[config.mk]
export PLATFORM = sky130hd
export DESIGN_NAME = smb_flag_ctrl
export DESIGN_NICKNAME = d
export VERILOG_FILES = /design/src/rtl/smb_flag_pkg.sv /design/src/rtl/smb_flag_cell.sv /design/src/rtl/smb_flag_evdec.sv /design/src/rtl/smb_flag_ctrl.sv
export SDC_FILE = /design/constraint.sdc
export NUM_CORES = 1
export LEC_CHECK = 0
export BUFFER_PORTS_ARGS = -buffer_cell sky130_fd_sc_hd__buf_2
export CORE_AREA = 4 4 41 43
export DETAILED_ROUTE_END_ITERATION = 8
export DIE_AREA = 0 0 45 47
export HOLD_SLACK_MARGIN = 0.1
export PLACE_DENSITY = 0.7
export RECOVER_POWER = 25
export SLEW_MARGIN = 25
export SYNTH_ARGS = -nofsm -noshare
export SYNTH_HDL_FRONTEND = slang
export SYNTH_SLANG_ARGS = --single-unit
[constraint.sdc]
create_clock -name clk -period 1.2 [get_ports clk]
set_clock_uncertainty 0.05 [all_clocks]
set_input_delay 0.12 -clock clk [delete_from_list [all_inputs] [get_ports clk]]
set_output_delay 0.12 -clock clk [all_outputs]
set_load 0.005 [all_outputs]
[src/rtl/smb_flag_pkg.sv]
`timescale 1ns/1ps
package smb_flag_pkg;
  localparam int NFLAG = 8;
  localparam int F_MST = 0;
  localparam int F_TXM = 1;
  localparam int F_STR = 2;
  localparam int F_STP = 3;
  localparam int F_AKR = 4;
  localparam int F_ARB = 5;
  localparam int F_ACK = 6;
  localparam int F_IRQ = 7;
  // bits that software may load: start-seen, stop-seen, ack, interrupt
  localparam logic [NFLAG-1:0] SW_WMASK = 8'b1100_1100;
endpackage

[src/rtl/smb_flag_cell.sv]
`timescale 1ns/1ps
module smb_flag_cell #(
  parameter bit SW_WRITABLE = 1'b1
) (
  input  logic clk,
  input  logic rst,
  input  logic hw_set,
  input  logic hw_clr,
  input  logic sw_we,
  input  logic sw_bit,
  output logic d_nxt,
  output logic q
);
  // priority: hardware set, hardware clear, software load, hold
  always_comb begin
    if (hw_set)                   d_nxt = 1'b1;
    else if (hw_clr)              d_nxt = 1'b0;
    else if (SW_WRITABLE && sw_we) d_nxt = sw_bit;
    else                          d_nxt = q;
  end

  always_ff @(posedge clk) begin
    if (rst) q <= 1'b0;
    else     q <= d_nxt;
  end
endmodule

[src/rtl/smb_flag_evdec.sv]
`timescale 1ns/1ps
module smb_flag_evdec
  import smb_flag_pkg::*;
(
  input  logic             clk,
  input  logic             rst,
  input  logic             ev_start_gen,
  input  logic             ev_stop_gen,
  input  logic             ev_start_det,
  input  logic             ev_start_addr,
  input  logic             ev_stop_det,
  input  logic             slv_addr,
  input  logic             ev_arb_lost,
  input  logic             arb_cause_stop,
  input  logic             ev_byte_rx,
  input  logic             ev_ack_done,
  input  logic             ev_ack_rx,
  input  logic             ack_lvl,
  input  logic             ev_frm_start,
  input  logic             sw_wr,
  input  logic             sw_irq_bit,
  input  logic             sw_dat_wr,
  output logic [NFLAG-1:0] set_v,
  output logic [NFLAG-1:0] clr_v
);
  logic dat_pend;
  logic dat_now;
  logic stop_as_slave;

  // mark: data register written since the last frame start
  always_ff @(posedge clk) begin
    if (rst)               dat_pend <= 1'b0;
    else if (ev_frm_start) dat_pend <= 1'b0;
    else if (sw_dat_wr)    dat_pend <= 1'b1;
  end

  assign dat_now       = dat_pend | sw_dat_wr;
  assign stop_as_slave = ev_stop_det & slv_addr;

  always_comb begin
    set_v = '0;
    clr_v = '0;

    set_v[F_MST] = ev_start_gen;
    clr_v[F_MST] = ev_stop_gen | ev_arb_lost;

    set_v[F_TXM] = ev_start_gen | (ev_frm_start & dat_now);
    clr_v[F_TXM] = ev_start_det | ev_arb_lost | (ev_frm_start & ~dat_now);

    set_v[F_STR] = ev_start_addr;

    set_v[F_STP] = stop_as_slave | (ev_arb_lost & arb_cause_stop);
    clr_v[F_STP] = ev_stop_gen;

    set_v[F_AKR] = ev_byte_rx;
    clr_v[F_AKR] = ev_ack_done;

    set_v[F_ARB] = ev_arb_lost;
    clr_v[F_ARB] = sw_wr & ~sw_irq_bit;

    set_v[F_ACK] = ev_ack_rx & ~ack_lvl;
    clr_v[F_ACK] = ev_ack_rx & ack_lvl;

    set_v[F_IRQ] = ev_start_gen | ev_arb_lost | ev_ack_rx | ev_byte_rx
                 | ev_start_addr | stop_as_slave;
  end
endmodule

[src/rtl/smb_flag_ctrl.sv]
`timescale 1ns/1ps
module smb_flag_ctrl
  import smb_flag_pkg::*;
#(
  parameter int FLAG_W = NFLAG
) (
  input  logic              clk,
  input  logic              rst,
  input  logic              ev_start_gen,
  input  logic              ev_stop_gen,
  input  logic              ev_start_det,
  input  logic              ev_start_addr,
  input  logic              ev_stop_det,
  input  logic              slv_addr,
  input  logic              ev_arb_lost,
  input  logic              arb_cause_stop,
  input  logic              ev_byte_rx,
  input  logic              ev_ack_done,
  input  logic              ev_ack_rx,
  input  logic              ack_lvl,
  input  logic              ev_frm_start,
  input  logic              sw_wr,
  input  logic [FLAG_W-1:0] sw_wdata,
  input  logic              sw_dat_wr,
  input  logic              irq_en,
  output logic [FLAG_W-1:0] flags,
  output logic              irq
);
  logic [NFLAG-1:0] set_v;
  logic [NFLAG-1:0] clr_v;
  logic [NFLAG-1:0] nxt_v;

  smb_flag_evdec u_dec (
    .clk            (clk),
    .rst            (rst),
    .ev_start_gen   (ev_start_gen),
    .ev_stop_gen    (ev_stop_gen),
    .ev_start_det   (ev_start_det),
    .ev_start_addr  (ev_start_addr),
    .ev_stop_det    (ev_stop_det),
    .slv_addr       (slv_addr),
    .ev_arb_lost    (ev_arb_lost),
    .arb_cause_stop (arb_cause_stop),
    .ev_byte_rx     (ev_byte_rx),
    .ev_ack_done    (ev_ack_done),
    .ev_ack_rx      (ev_ack_rx),
    .ack_lvl        (ack_lvl),
    .ev_frm_start   (ev_frm_start),
    .sw_wr          (sw_wr),
    .sw_irq_bit     (sw_wdata[F_IRQ]),
    .sw_dat_wr      (sw_dat_wr),
    .set_v          (set_v),
    .clr_v          (clr_v)
  );

  for (genvar i = 0; i < NFLAG; i++) begin : g_flag
    smb_flag_cell #(.SW_WRITABLE(SW_WMASK[i])) u_cell (
      .clk    (clk),
      .rst    (rst),
      .hw_set (set_v[i]),
      .hw_clr (clr_v[i]),
      .sw_we  (sw_wr),
      .sw_bit (sw_wdata[i]),
      .d_nxt  (nxt_v[i]),
      .q      (flags[i])
    );
  end

  always_ff @(posedge clk) begin
    if (rst) irq <= 1'b0;
    else     irq <= nxt_v[F_IRQ] & irq_en;
  end
endmodule

After elaboration in Yosys (flattened, before gate mapping). Index checks and enable logic that the tools add are counted. W data, S select, Z words.

Bitwise logic cells: 22. Reductions and logical operators: 8. Mux-type cells: 18.

Operator list (number): $mux W1 (18); $or A1 B1 Y1 (11); $reduce_bool A2 Y1 (5); $and A1 B1 Y1 (8); $reduce_bool A3 Y1 (2); $not A1 Y1 (3); $reduce_or A2 Y1 (1).

Bits of input ports: 26. Output and inout port bits: 9. Bits in registers: 10. Logic and storage cells: 58.

Logic depth before layout (Yosys ltp).
Depth after elaboration: 7. Gate-level depth with buffers: 3. Gate-level depth less buffers: 3.

Hierarchy. Synthesis repeated with hierarchy kept, for this count alone.

Cells, all modules: 65. Area total of the unflattened synthesis: 616.8 µm².

Modules (own cells, without submodules): smb_flag_cell at g_flag[2].u_cell ... (sequential area each 20.0 µm², cells an instance 5, area each 56.3 µm², instances 4); smb_flag_cell at g_flag[0].u_cell ... (sequential area each 20.0 µm², cells an instance 5, area each 50.0 µm², instances 4); smb_flag_evdec (sequential area each 20.0 µm², cells an instance 23, area each 162.7 µm², instances 1); smb_flag_ctrl (sequential area each 20.0 µm², cells an instance 2, area each 28.8 µm², instances 1).

Worst setup path after synthesis. Ideal clock, no wire load.

Path kind: register to register. From: register, netlist name g_flag[3].u_cell.q. To: register g_flag[3].u_cell.q. Cell stages (with the launch flop): 4. Data required time: 1022 ps. Slack: 183 ps. Buffers on the path: 0. Library setup time: 128 ps. Data arrival time: 839 ps. Clock period less this slack: 1017 ps. Path through: dfxtp_1 mux2_2 a222oi_1 nor2_1.

RTL lines: to (signal assigned) (line smb_flag_cell.sv:24) `else q <= d_nxt;`; to (decl) (line smb_flag_cell.sv:12) `output logic q`.

Worst setup path in the final report.
From: input port ev_stop_det. To: register irq.

Cells in the longest elaborated chain, start to end: 4.

Ends and longest elaborated chain: from (decl) (line smb_flag_ctrl.sv:13) `input logic ev_stop_det,`; $and A1 B1 Y1 (line smb_flag_evdec.sv:38) `assign stop_as_slave = ev_stop_det & slv_addr;`; $or A1 B1 Y1 (line smb_flag_evdec.sv:65) `| ev_start_addr | stop_as_slave;`; $mux W1 (line smb_flag_cell.sv:16) `if (hw_set) d_nxt = 1'b1;`; $and A1 B1 Y1 (line smb_flag_ctrl.sv:71) `else irq <= nxt_v[F_IRQ] & irq_en;`; to (signal assigned) (line smb_flag_ctrl.sv:71); to (decl) (line smb_flag_ctrl.sv:27) `output logic irq`.

No other way between the ends. A chain may end at the register's enable or synchronous reset.

==> impl_metrics.csv <==
group,metric,value,unit
setup_path,start_kind,"input port",
floorplanning,io_pins,35,
global_routing,overflow,0,
floorplanning,die_width,45,um
power,vdd_drop_max,0.0006333,V
global_routing,antenna_found_initial,0,
synthesis,synth.area.top_cells,"dfxtp_1, buf_4, a211oi_1, nor2_1, a21oi_1",
job,drv_cap,0,
global_routing,grt_pass1_vias,480,
place,port_buffers,30,
status,status,"finished, final reports clean",
timing,setup_viol,0,
synthesis,synth-async-reset-ratio,0,%
floorplanning,start_util,34.42,%
setup_path,path_max_fanout,2,
drt,drc,0,
drt,drt-initial-drc-count,6,
clock_tree,htreeDepth,1,
synthesis,ys.flop_type,"dfxtp_1",
synthesis,syn_area,447.9,um^2
global_routing,gr-usage-met2,22.32,%
cells_and_area,n_fill_cell,141,
place,post-place-ws,138.6,ps
timing,fmax,876.3,MHz
global_routing,grt-busiest-layer,"met2",
drt,vias,470,
floorplanning,core,1301,um^2
synthesis,seq_area_frac_synth,44.69,%
power,p_leak,0.3649,nW
cells_and_area,drive_above_1_share,37.78,%
setup_path,required,1300,ps
global_routing,grt_pass1_wl,1980,um
cells_and_area,area_delta_synth_final,64.80,%
global_routing,grtUsageTotal,13.48,%
floorplanning,fp.dieH,47,um
place,dp_hpwl,849,um
synthesis,ys_types,18,
timing,max_slew_margin,80.41,%
floorplanning,rows,13,
clock_tree,cts_buffers,3,
cells_and_area,final_net_count,117,
setup_path,crit_type,"in -> reg",
drt,wirelength,1249,um
timing,hold_viol,0,
setup_path,cp-end-kind,"flip-flop",
timing,finalCritPeriodShare,95.10,%
timing,fin_tns_setup,0,ps
synthesis,synth_edf_count,0,
setup_path,worstPathArrival,1240,ps
clock_tree,cts_tree,"yes",
timing,min_period,1141,ps
global_routing,use_met1,14.48,%
timing,slew_violations,0,
clock_tree,root_buffer,"clkbuf_4",
synthesis,synthCells,50,
synthesis,synth_top_area_share,44.69,%
synthesis,yosysTopAreaCell,"dfxtp_1",
floorplanning,die_area,2115,um^2
clock_tree,path_clk_slew,70,ps
synthesis,synth_seq_cells,10,
place,gp_congestion,0.6260,
global_routing,use_met3,4.981,%
clock_tree,postCtsSetupBuffers,0,
timing,fin_ws,58.82,ps
clock_tree,clock-sinks,10,
drt,via_per_inst,4.476,
cells_and_area,n_antenna_cell,0,
clock_tree,insertion_delay,260,ps
drt,ant_nets,0,
clock_tree,holdBufCountCts,14,
min_path,hold_class,"in -> reg",
global_routing,grt_max_degree,11,
drt,wire_per_inst,11.90,um
synthesis,syn_area_per_cell,8.959,um^2
power,pwr_density_cell,1102,nW/um^2
synthesis,yosysWarnings,0,
timing,tightest_slew,293.9,ps
clock_tree,max-clock-path-buffers,2,
drt,dr.pass1.iters,4,
synthesis,syn_nets,76,
[cells in the mapped netlist, types with 2 or more instances]
cell type and number:
dfxtp_1 10, a21oi_1 3, nor3_1 2, a211oi_1 4, and2b_1 2, inv_1 3
nor2_1 8, buf_4 8
[layout by cell type, fill, tap and decap left out]
| cell | n |
|---|---|
| buf_2 | 27 |
| dlygate4sd3_1 | 14 |
| dfxtp_1 | 10 |
| nor2_1 | 8 |
| inv_1 | 3 |
| a21oi_1 | 3 |
| a211oi_1 | 3 |
| clkbuf_4 | 3 |
| clkbuf_1 | 3 |
| and2b_1 | 2 |
| nor3_1 | 2 |
| nand2b_1 | 1 |
| mux2_2 | 1 |
| a222oi_1 | 1 |
| mux2i_1 | 1 |
| a211oi_2 | 1 |
| and3_1 | 1 |
| nor3b_1 | 1 |
| or4b_1 | 1 |
| o21ai_0 | 1 |
| a31oi_1 | 1 |
| clkbuf_8 | 1 |
| buf_4 | 1 |
[final cells by class]
class                   instances  area [um^2]  area share, %
flip-flops and latches         10        200.2          27.12
well taps                      15        18.77          2.542
clock buffers                   4        36.28          4.915
multi-input cells              28        177.7          24.07
inverters                       3        11.26          1.525
repair buffers                 45        294.0          39.83
[critical path: stages]
cell and delay (ps):
dlygate4sd3_1 530, buf_2 130, a211oi_2 210, and3_1 200, nor3b_1 50
[layer usage]
layer / vias up / share of wire, %
met2: 14 / 54
met4: 0 / 1.6
met1: 208 / 38
met3: 2 / 6.6
li1: 246 / -
met5: - / 0
[registers in the layout (all words and copies together), names as in the netlist]
register         cells
g_flag.u_cell.q      8
irq                  1
u_dec.dat_pend       1
[final timing paths]
check | startpoint | end | slack [ps] | depth (start not counted)
max | ev_stop_det | irq$_SDFF_PP0_ | 60 | 5
min | ev_start_det | g_flag[1].u_cell.q$_SDFFE_PP0P_ | 90 | 3
max reg2reg | g_flag[3].u_cell.q$_SDFFE_PP0P_ | g_flag[3].u_cell.q$_SDFFE_PP0P_ | 110 | 3
min reg2reg | g_flag[4].u_cell.q$_SDFFE_PP0P_ | g_flag[4].u_cell.q$_SDFFE_PP0P_ | 430 | 2
[metrics by stage]
stage	util (%)	hold slack (ps)	cell area [um^2]	cells	total power, W
after floorplan	-	149.3	447.9	50	0.0004357
after global placement	43.08	257.1	560.5	87	0.0004781
after detailed placement	43.08	262.9	560.5	87	0.0004818
after CTS	56.63	92.17	737.0	105	0.0008251
after global routing	56.73	91.22	738.2	105	0.0008719
final	56.73	91.58	738.2	105	0.0008136
[where the power goes]
group | total (W) | switching [W] | internal (W)
Combinational | 0.000148 | 0.0000565 | 0.0000914
Sequential | 0.000363 | 0.00000873 | 0.000354
Clock | 0.000303 | 0.000119 | 0.000184
[cell families after synthesis]
family	after synthesis	synth area share, %
AO/OA/AOI/OAI	10	14.80
flip-flops	10	44.69
buffers and inverters	12	16.76
multiplexers	2	4.749
AND/OR/NAND/NOR	16	19.00
[timing repair]
item,CTS,global route
resized for setup,0,1
endpoints found under the setup margin,0,2
hold endpoints to repair,9,1
(Power assumes the default switching activity.)
